File: config.mk
export PLATFORM = sky130hd
export DESIGN_NAME = sp2dp_widen
export DESIGN_NICKNAME = d
export VERILOG_FILES = /design/src/rtl/sp2dp_pkg.sv /design/src/rtl/sp2dp_msb_find.sv /design/src/rtl/sp2dp_lane_cvt.sv /design/src/rtl/sp2dp_lane_ctl.sv /design/src/rtl/sp2dp_widen.sv
export SDC_FILE = /design/constraint.sdc
export NUM_CORES = 2
export LEC_CHECK = 0
export BUFFER_PORTS_ARGS = -buffer_cell sky130_fd_sc_hd__clkbuf_2
export CAP_MARGIN = 10
export CORE_AREA = 4 4 501 503
export DETAILED_ROUTE_END_ITERATION = 12
export DIE_AREA = 0 0 505 507
export SLEW_MARGIN = 20
export SYNTH_ARGS = -nofsm -noshare
export SYNTH_HDL_FRONTEND = slang
export SYNTH_SLANG_ARGS = --single-unit
File: constraint.sdc
create_clock -name clk -period 0.8 [get_ports clk]
set_clock_uncertainty 0.2 [all_clocks]
set_input_delay 0.04 -clock clk [delete_from_list [all_inputs] [get_ports clk]]
set_output_delay 0.04 -clock clk [all_outputs]
set_load 0.02 [all_outputs]
File: src/rtl/sp2dp_pkg.sv
package sp2dp_pkg;

   typedef enum logic [1:0] {
      ENC_LEGACY = 2'd0,
      ENC_VEXS   = 2'd1,
      ENC_EXT    = 2'd2,
      ENC_EXT_B  = 2'd3
   } enc_e;

   typedef enum logic [1:0] {
      MM_NONE   = 2'd0,
      MM_MERGE  = 2'd1,
      MM_ZERO   = 2'd2,
      MM_NONE_B = 2'd3
   } mmode_e;

   typedef enum logic [1:0] {
      VL_128   = 2'd0,
      VL_256   = 2'd1,
      VL_512   = 2'd2,
      VL_512_B = 2'd3
   } vlen_e;

   localparam int unsigned SP_EXP_W  = 8;
   localparam int unsigned SP_FRAC_W = 23;
   localparam int unsigned DP_EXP_W  = 11;
   localparam int unsigned DP_FRAC_W = 52;

endpackage

File: src/rtl/sp2dp_msb_find.sv
module sp2dp_msb_find #(
   parameter int unsigned W     = 23,
   localparam int unsigned IDX_W = (W > 1) ? $clog2(W) : 1
) (
   input  logic [W-1:0]     vec_i,
   output logic [IDX_W-1:0] idx_o
);

   generate
      if (W < 2) begin : g_bad
         $error("sp2dp_msb_find: W must be at least 2");
      end
   endgenerate

   always_comb begin
      idx_o = '0;
      for (int i = 0; i < int'(W); i++) begin
         if (vec_i[i]) idx_o = IDX_W'(i);
      end
   end

endmodule

File: src/rtl/sp2dp_lane_cvt.sv
module sp2dp_lane_cvt
   import sp2dp_pkg::*;
#(
   parameter int unsigned SE = SP_EXP_W,
   parameter int unsigned SF = SP_FRAC_W,
   parameter int unsigned DE = DP_EXP_W,
   parameter int unsigned DF = DP_FRAC_W,
   localparam int unsigned SW = 1 + SE + SF,
   localparam int unsigned DW = 1 + DE + DF,
   localparam int unsigned BIAS_GAP = ((1 << (DE - 1)) - 1) - ((1 << (SE - 1)) - 1),
   localparam int unsigned PAD_W = DF - SF,
   localparam int unsigned IDX_W = $clog2(SF)
) (
   input  logic [SW-1:0] sp_i,
   output logic [DW-1:0] dp_o,
   output logic          snan_o,
   output logic          sub_o
);

   generate
      if (DE <= SE || DF <= SF) begin : g_bad
         $error("sp2dp_lane_cvt: destination format must be wider");
      end
   endgenerate

   logic          sgn;
   logic [SE-1:0] exp_in;
   logic [SF-1:0] frc_in;
   logic [IDX_W-1:0] top_bit;
   logic [IDX_W:0]   shamt;
   logic [SF:0]      norm_frc;

   assign sgn    = sp_i[SW-1];
   assign exp_in = sp_i[SW-2 -: SE];
   assign frc_in = sp_i[SF-1:0];

   sp2dp_msb_find #(.W(SF)) u_msb (
      .vec_i (frc_in),
      .idx_o (top_bit)
   );

   always_comb begin
      shamt    = (IDX_W+1)'(SF) - {1'b0, top_bit};
      norm_frc = {1'b0, frc_in} << shamt;
   end

   always_comb begin
      dp_o   = '0;
      snan_o = 1'b0;
      sub_o  = 1'b0;
      if (exp_in == '1) begin
         if (frc_in == '0) begin
            dp_o = {sgn, {DE{1'b1}}, {DF{1'b0}}};
         end else begin
            dp_o   = {sgn, {DE{1'b1}}, 1'b1, frc_in[SF-2:0], {PAD_W{1'b0}}};
            snan_o = ~frc_in[SF-1];
         end
      end else if (exp_in == '0) begin
         if (frc_in == '0) begin
            dp_o = {sgn, {(DW-1){1'b0}}};
         end else begin
            dp_o  = {sgn,
                     DE'(BIAS_GAP - SF + 1) + DE'(top_bit),
                     norm_frc[SF-1:0], {PAD_W{1'b0}}};
            sub_o = 1'b1;
         end
      end else begin
         dp_o = {sgn, DE'(exp_in) + DE'(BIAS_GAP), frc_in, {PAD_W{1'b0}}};
      end
   end

endmodule

File: src/rtl/sp2dp_lane_ctl.sv
module sp2dp_lane_ctl
   import sp2dp_pkg::*;
#(
   parameter int unsigned LANES   = 8,
   parameter bit          EXT_EN  = 1'b1,
   localparam int unsigned CNT_W  = $clog2(LANES) + 1
) (
   input  logic [1:0]       enc_i,
   input  logic [1:0]       vlen_i,
   input  logic [1:0]       mmode_i,
   input  logic             bcast_i,
   input  logic [LANES-1:0] mask_i,
   output logic [LANES-1:0] in_len_o,
   output logic [LANES-1:0] write_o,
   output logic [LANES-1:0] keep_o,
   output logic             bcast_o
);

   enc_e   enc;
   mmode_e mmode;
   vlen_e  vlen;
   logic   is_legacy;
   logic   mask_on;
   logic   merge_sel;
   logic [CNT_W-1:0] lane_cnt;

   assign enc       = enc_e'(enc_i);
   assign mmode     = mmode_e'(mmode_i);
   assign vlen      = vlen_e'(vlen_i);
   assign is_legacy = (enc == ENC_LEGACY);

   generate
      if (EXT_EN) begin : g_ext
         logic is_ext;
         assign is_ext    = (enc == ENC_EXT) || (enc == ENC_EXT_B);
         assign mask_on   = is_ext && ((mmode == MM_MERGE) || (mmode == MM_ZERO));
         assign merge_sel = (mmode == MM_MERGE);
         assign bcast_o   = is_ext && bcast_i;
      end else begin : g_noext
         logic unused_ext;
         assign unused_ext = ^{mmode, bcast_i};
         assign mask_on    = 1'b0;
         assign merge_sel  = 1'b0;
         assign bcast_o    = 1'b0;
      end
   endgenerate

   always_comb begin
      if (is_legacy) begin
         lane_cnt = CNT_W'(LANES / 4);
      end else begin
         case (vlen)
            VL_128:  lane_cnt = CNT_W'(LANES / 4);
            VL_256:  lane_cnt = CNT_W'(LANES / 2);
            default: lane_cnt = CNT_W'(LANES);
         endcase
      end
   end

   generate
      for (genvar j = 0; j < int'(LANES); j++) begin : g_lane
         assign in_len_o[j] = (CNT_W'(j) < lane_cnt);
         assign write_o[j]  = in_len_o[j] && (!mask_on || mask_i[j]);
         assign keep_o[j]   = in_len_o[j] ? (mask_on && !mask_i[j] && merge_sel)
                                          : is_legacy;
      end
   endgenerate

endmodule

File: src/rtl/sp2dp_widen.sv
module sp2dp_widen
   import sp2dp_pkg::*;
#(
   parameter int unsigned LANES  = 8,
   parameter int unsigned SP_W   = 32,
   parameter int unsigned DP_W   = 64,
   parameter bit          EXT_EN = 1'b1,
   localparam int unsigned SRC_W = LANES * SP_W,
   localparam int unsigned DST_W = LANES * DP_W
) (
   input  logic              clk,
   input  logic              rst_n,
   input  logic [SRC_W-1:0]  src_i,
   input  logic [DST_W-1:0]  prev_i,
   input  logic [LANES-1:0]  mask_i,
   input  logic [1:0]        vlen_i,
   input  logic [1:0]        mmode_i,
   input  logic              bcast_i,
   input  logic [1:0]        enc_i,
   output logic [DST_W-1:0]  res_o,
   output logic              inv_o,
   output logic              den_o
);

   generate
      if (LANES != 8) begin : g_bad_lanes
         $error("sp2dp_widen: LANES must be 8 for the 2/4/8 length map");
      end
      if (SP_W != 1 + SP_EXP_W + SP_FRAC_W || DP_W != 1 + DP_EXP_W + DP_FRAC_W) begin : g_bad_w
         $error("sp2dp_widen: element widths do not match the formats");
      end
   endgenerate

   logic [LANES-1:0] in_len, wr, keep, snan_v, sub_v;
   logic             bcast_eff;
   logic [DST_W-1:0] res_d;

   sp2dp_lane_ctl #(.LANES(LANES), .EXT_EN(EXT_EN)) u_ctl (
      .enc_i    (enc_i),
      .vlen_i   (vlen_i),
      .mmode_i  (mmode_i),
      .bcast_i  (bcast_i),
      .mask_i   (mask_i),
      .in_len_o (in_len),
      .write_o  (wr),
      .keep_o   (keep),
      .bcast_o  (bcast_eff)
   );

   generate
      for (genvar j = 0; j < int'(LANES); j++) begin : g_lane
         logic [SP_W-1:0] sp_sel;
         logic [DP_W-1:0] dp_val;
         logic            snan, sub;

         assign sp_sel = bcast_eff ? src_i[SP_W-1:0] : src_i[j*SP_W +: SP_W];

         sp2dp_lane_cvt u_cvt (
            .sp_i   (sp_sel),
            .dp_o   (dp_val),
            .snan_o (snan),
            .sub_o  (sub)
         );

         assign snan_v[j] = wr[j] && snan;
         assign sub_v[j]  = wr[j] && sub;
         assign res_d[j*DP_W +: DP_W] = wr[j]   ? dp_val
                                      : keep[j] ? prev_i[j*DP_W +: DP_W]
                                      : '0;
      end
   endgenerate

   always_ff @(posedge clk or negedge rst_n) begin
      if (!rst_n) begin
         res_o <= '0;
         inv_o <= 1'b0;
         den_o <= 1'b0;
      end else begin
         res_o <= res_d;
         inv_o <= |snan_v;
         den_o <= |sub_v;
      end
   end

   // nothing above 128 bits survives a short VEX-style/extended write
   p_upper_clear_r6: assert property (@(posedge clk) disable iff (!rst_n)
      (enc_i != 2'd0 && vlen_i == 2'd0) |=> (res_o[DST_W-1:128] == '0));

   // legacy writes leave the upper part as it was
   p_legacy_keep_r7: assert property (@(posedge clk) disable iff (!rst_n)
      (enc_i == 2'd0) |=> (res_o[DST_W-1:128] == $past(prev_i[DST_W-1:128])));

   // zero masking clears a masked lane
   p_zero_mask_r4: assert property (@(posedge clk) disable iff (!rst_n)
      (EXT_EN && enc_i[1] && mmode_i == 2'd2 && !mask_i[0]) |=> (res_o[DP_W-1:0] == '0));

   // merge masking holds a masked lane
   p_merge_mask_r4: assert property (@(posedge clk) disable iff (!rst_n)
      (EXT_EN && enc_i[1] && mmode_i == 2'd1 && !mask_i[0])
      |=> (res_o[DP_W-1:0] == $past(prev_i[DP_W-1:0])));

   // an all-clear mask under masking raises no flag
   p_no_flag_masked_r11: assert property (@(posedge clk) disable iff (!rst_n)
      (EXT_EN && enc_i[1] && (mmode_i == 2'd1 || mmode_i == 2'd2) && mask_i == '0)
      |=> (!inv_o && !den_o));

endmodule

==> impl_metrics.json <==
{
  "cp_slowest_stage_delay_ns": 0.34,
  "violations": "negative hold slack, negative setup slack",
  "cp_data_required_time_ns": 1.17,
  "finalPower_mw": 111,
  "rows": 182,
  "combPwrFrac_pct": 44.1,
  "fin_crit_sh_pct": 332,
  "drv_cap": 0,
  "maxSlewViolCount": 0,
  "end_kind": "flop",
  "hold_class": "primary input to flop",
  "cts_tree": "done",
  "finalHoldViolCount": 428,
  "grt_pass1_vias": 49800,
  "grt_pass1_wl_mm": 462,
  "setup_slack_ns": -1.86,
  "fp.coreArea_mm2": 0.246,
  "routabilityCongestion": 1.02,
  "final_common_cell": "buf_4",
  "max_freq_ghz": 0.376,
  "setup_violations": 1477,
  "rsz0062_at_grt": "yes",
  "finalNetCount": 8085,
  "multi_input_area_mm2": 0.0250,
  "viasPerCell": 4.71,
  "die_height_um": 507,
  "syn_inst": 3940,
  "powerDensity_mw_per_mm2": 1490,
  "whs_ns": -0.528,
  "seqCellArea_mm2": 0.0129,
  "syn-cell-area_mm2": 0.0341,
  "grt_use_total_pct": 26.5,
  "whs_path_depth": 3,
  "numCtsBuffers": 70,
  "layout.cells.non_filler": 10700,
  "fin_crit_ns": 2.66,
  "dr.pass1.iters": 6,
  "path_clk_slew_ns": 0.06,
  "synth_edf_count": 0,
  "pin_count": 1299,
  "layout-drive-gt1-share_pct": 56.2,
  "ir_drop_v": 0.00146,
  "crit_chain": "buf_16 -> buf_12 -> nand2_8 -> clkbuf_16 -> a221o_1 -> o211ai_1 -> a211oi_4 -> or2_4 -> buf_12 -> buf_8 -> mux2i_4 -> mux2i_2 -> buf_4 -> o2111ai_2 -> o211ai_1 -> o21ai_1",
  "ys_types": 103,
  "crit_type": "primary input to flop",
  "switchingPower_mw": 41.8,
  "swShare_pct": 37.5,
  "slew_headroom_pct": 41.2,
  "clkPwrFrac_pct": 29.8,
  "dp_hpwl_mm": 305,
  "start_kind": "primary input",
  "synth_nets": 4750,
  "worstPathArrival_ns": 3.02,
  "die_x_um": 505,
  "detail-route-antenna-nets": 0,
  "wl_mm": 360,
  "leakage_nw": 35.1,
  "initial_utilization_pct": 13.9,
  "vias": 50200,
  "critPathMaxFanout": 8,
  "area_delta_synth_final_pct": 120,
  "internal-power_mw": 69.6,
  "tightest_slew_ns": 0.883,
  "clockBufferDepth": 3,
  "drc": 0,
  "drt_first_iter_violations": 4528,
  "layout_common_cells": "buf_4 (1436), clkbuf_2 (1168), dlygate4sd3_1 (524)",
  "antenna_found_initial": 252,
  "synth_area_per_cell_um2": 8.66,
  "async_reset_ff_share_pct": 100,
  "fin_tns_setup_ns": -1036.05,
  "cts_root_buffer": "clkbuf_16",
  "power.share.sequential_pct": 26.1,
  "port_buffers": 1298,
  "outcome": "complete, but fails checks",
  "synth_seq_cells": 514,
  "grt_max_degree": 80,
  "h-tree-depth": 3,
  "dieArea_mm2": 0.256,
  "cts_sinks": 514,
  "ys_seq_area_share_pct": 37.7,
  "gr-total-overflow": 0,
  "fillCellCount": 25800,
  "critPathSlowestCell": "a221o_1",
  "ys.flop_type": "dfrtp_1",
  "wl_per_cell_um": 33.7,
  "place_inst": 9719,
  "yosys_warnings": 0
}
==> flip-flops by register name, indices dropped and copies added (netlist names) <==
name and cells:
res_o 512, den_o 1, inv_o 1
==> worst max-delay path: cells and delay by family <==
family | cells | cell delay, ns
compound gates | 6 | 1.19
buf+inv | 6 | 0.92
mux | 2 | 0.43
simple gates | 2 | 0.40
==> final cells by class <==
class                      count  share of cell area [%]
inverter                      79                   0.501
tap                         3220                    5.38
multi-input combinational   3016                    33.4
sequential                   514                    17.2
clock inverter                32                   0.596
timing repair buffer        3594                    40.0
clock buffer                  92                    2.60
antenna                      110                   0.367
==> power groups by stage <==
stage | Combinational, mW | Clock (mW) | Sequential [mW]
after global routing | 51.2 | 35.2 | 29.2
after floorplan | 12.8 | 0 | 31.3
final | 49.1 | 33.2 | 29.1
after CTS | 43.7 | 34.3 | 29.1
after detailed placement | 38.9 | 0 | 29.5
after global placement | 39.0 | 0 | 29.5
==> through the flow <==
stage	instance area, µm²	setup slack, ns	util (%)
2_1_floorplan	35400	-2.32	-
3_3_place_gp	59300	-3.00	24.1
3_5_place_dp	59300	-3.03	24.1
4_1_cts	69700	-1.76	28.3
5_1_grt	74800	-1.87	30.4
6_report	74900	-1.86	30.5
==> routing by layer <==
metal / wire (µm) / vias to the layer above / global-route usage [%]
met3: 34800 / 917 / 9.76
met5: 892 / - / 0
li1: - / 21600 / -
met2: 163000 / 2827 / 43.0
met1: 138000 / 24600 / 30.8
met4: 23000 / 136 / 13.2
==> repair_timing <==
item | 4_1_cts | 5_1_grt
cloned | 15 | 19
gates resized for setup | 450 | 838
hold endpoints to repair | 1028 | 475
endpoints found under the setup margin | 1028 | 1427
hold buffers | 522 | 2
buffers inserted | 55 | 111
pin swaps | 102 | 266
==> path summary, 6_finish.rpt <==
kind	startpoint	endpoint	slack, ns
setup / recovery	bcast_i	res_o[305]	-1.86
hold / removal	prev_i[45]	res_o[45]	-0.53
max in group asynchronous	rst_n	res_o[129]	-0.23
min in group asynchronous	rst_n	res_o[293]	0.10
==> synth_stat cells (55+ instances only) <==
cell type  number  area, µm²
a21o_1         80        601
a21oi_1       367       1840
a221oi_1       56        490
a22oi_1        57        428
and2_1         74        463
and3_1        222       1390
buf_2          73        365
clkbuf_1      194        728
dfrtp_1       514      12900
inv_1          67        251
mux2_2         66        743
mux2i_1       234       2340
nand2_1       321       1200
nand3_1       132        661
nor2_1        269       1010
nor3_1         85        425
o211ai_1       55        413
o21ai_0       261       1310
==> cell families (layout without fill, tap and decap cells) <==
kind of cell / Yosys count / count (layout) / synth area share (%)
mux: 309 / 309 / 9.62
flops: 514 / 514 / 37.7
simple gates: 1316 / 1317 / 19.7
other cells: 0 / 110 / 0
buf+inv: 411 / 3797 / 5.45
fa+ha+maj: 25 / 25 / 0.917
compound gates: 1357 / 1357 / 26.4
xor+xnor: 8 / 8 / 0.205
No activity file was read; power rests on OpenSTA's default activity.
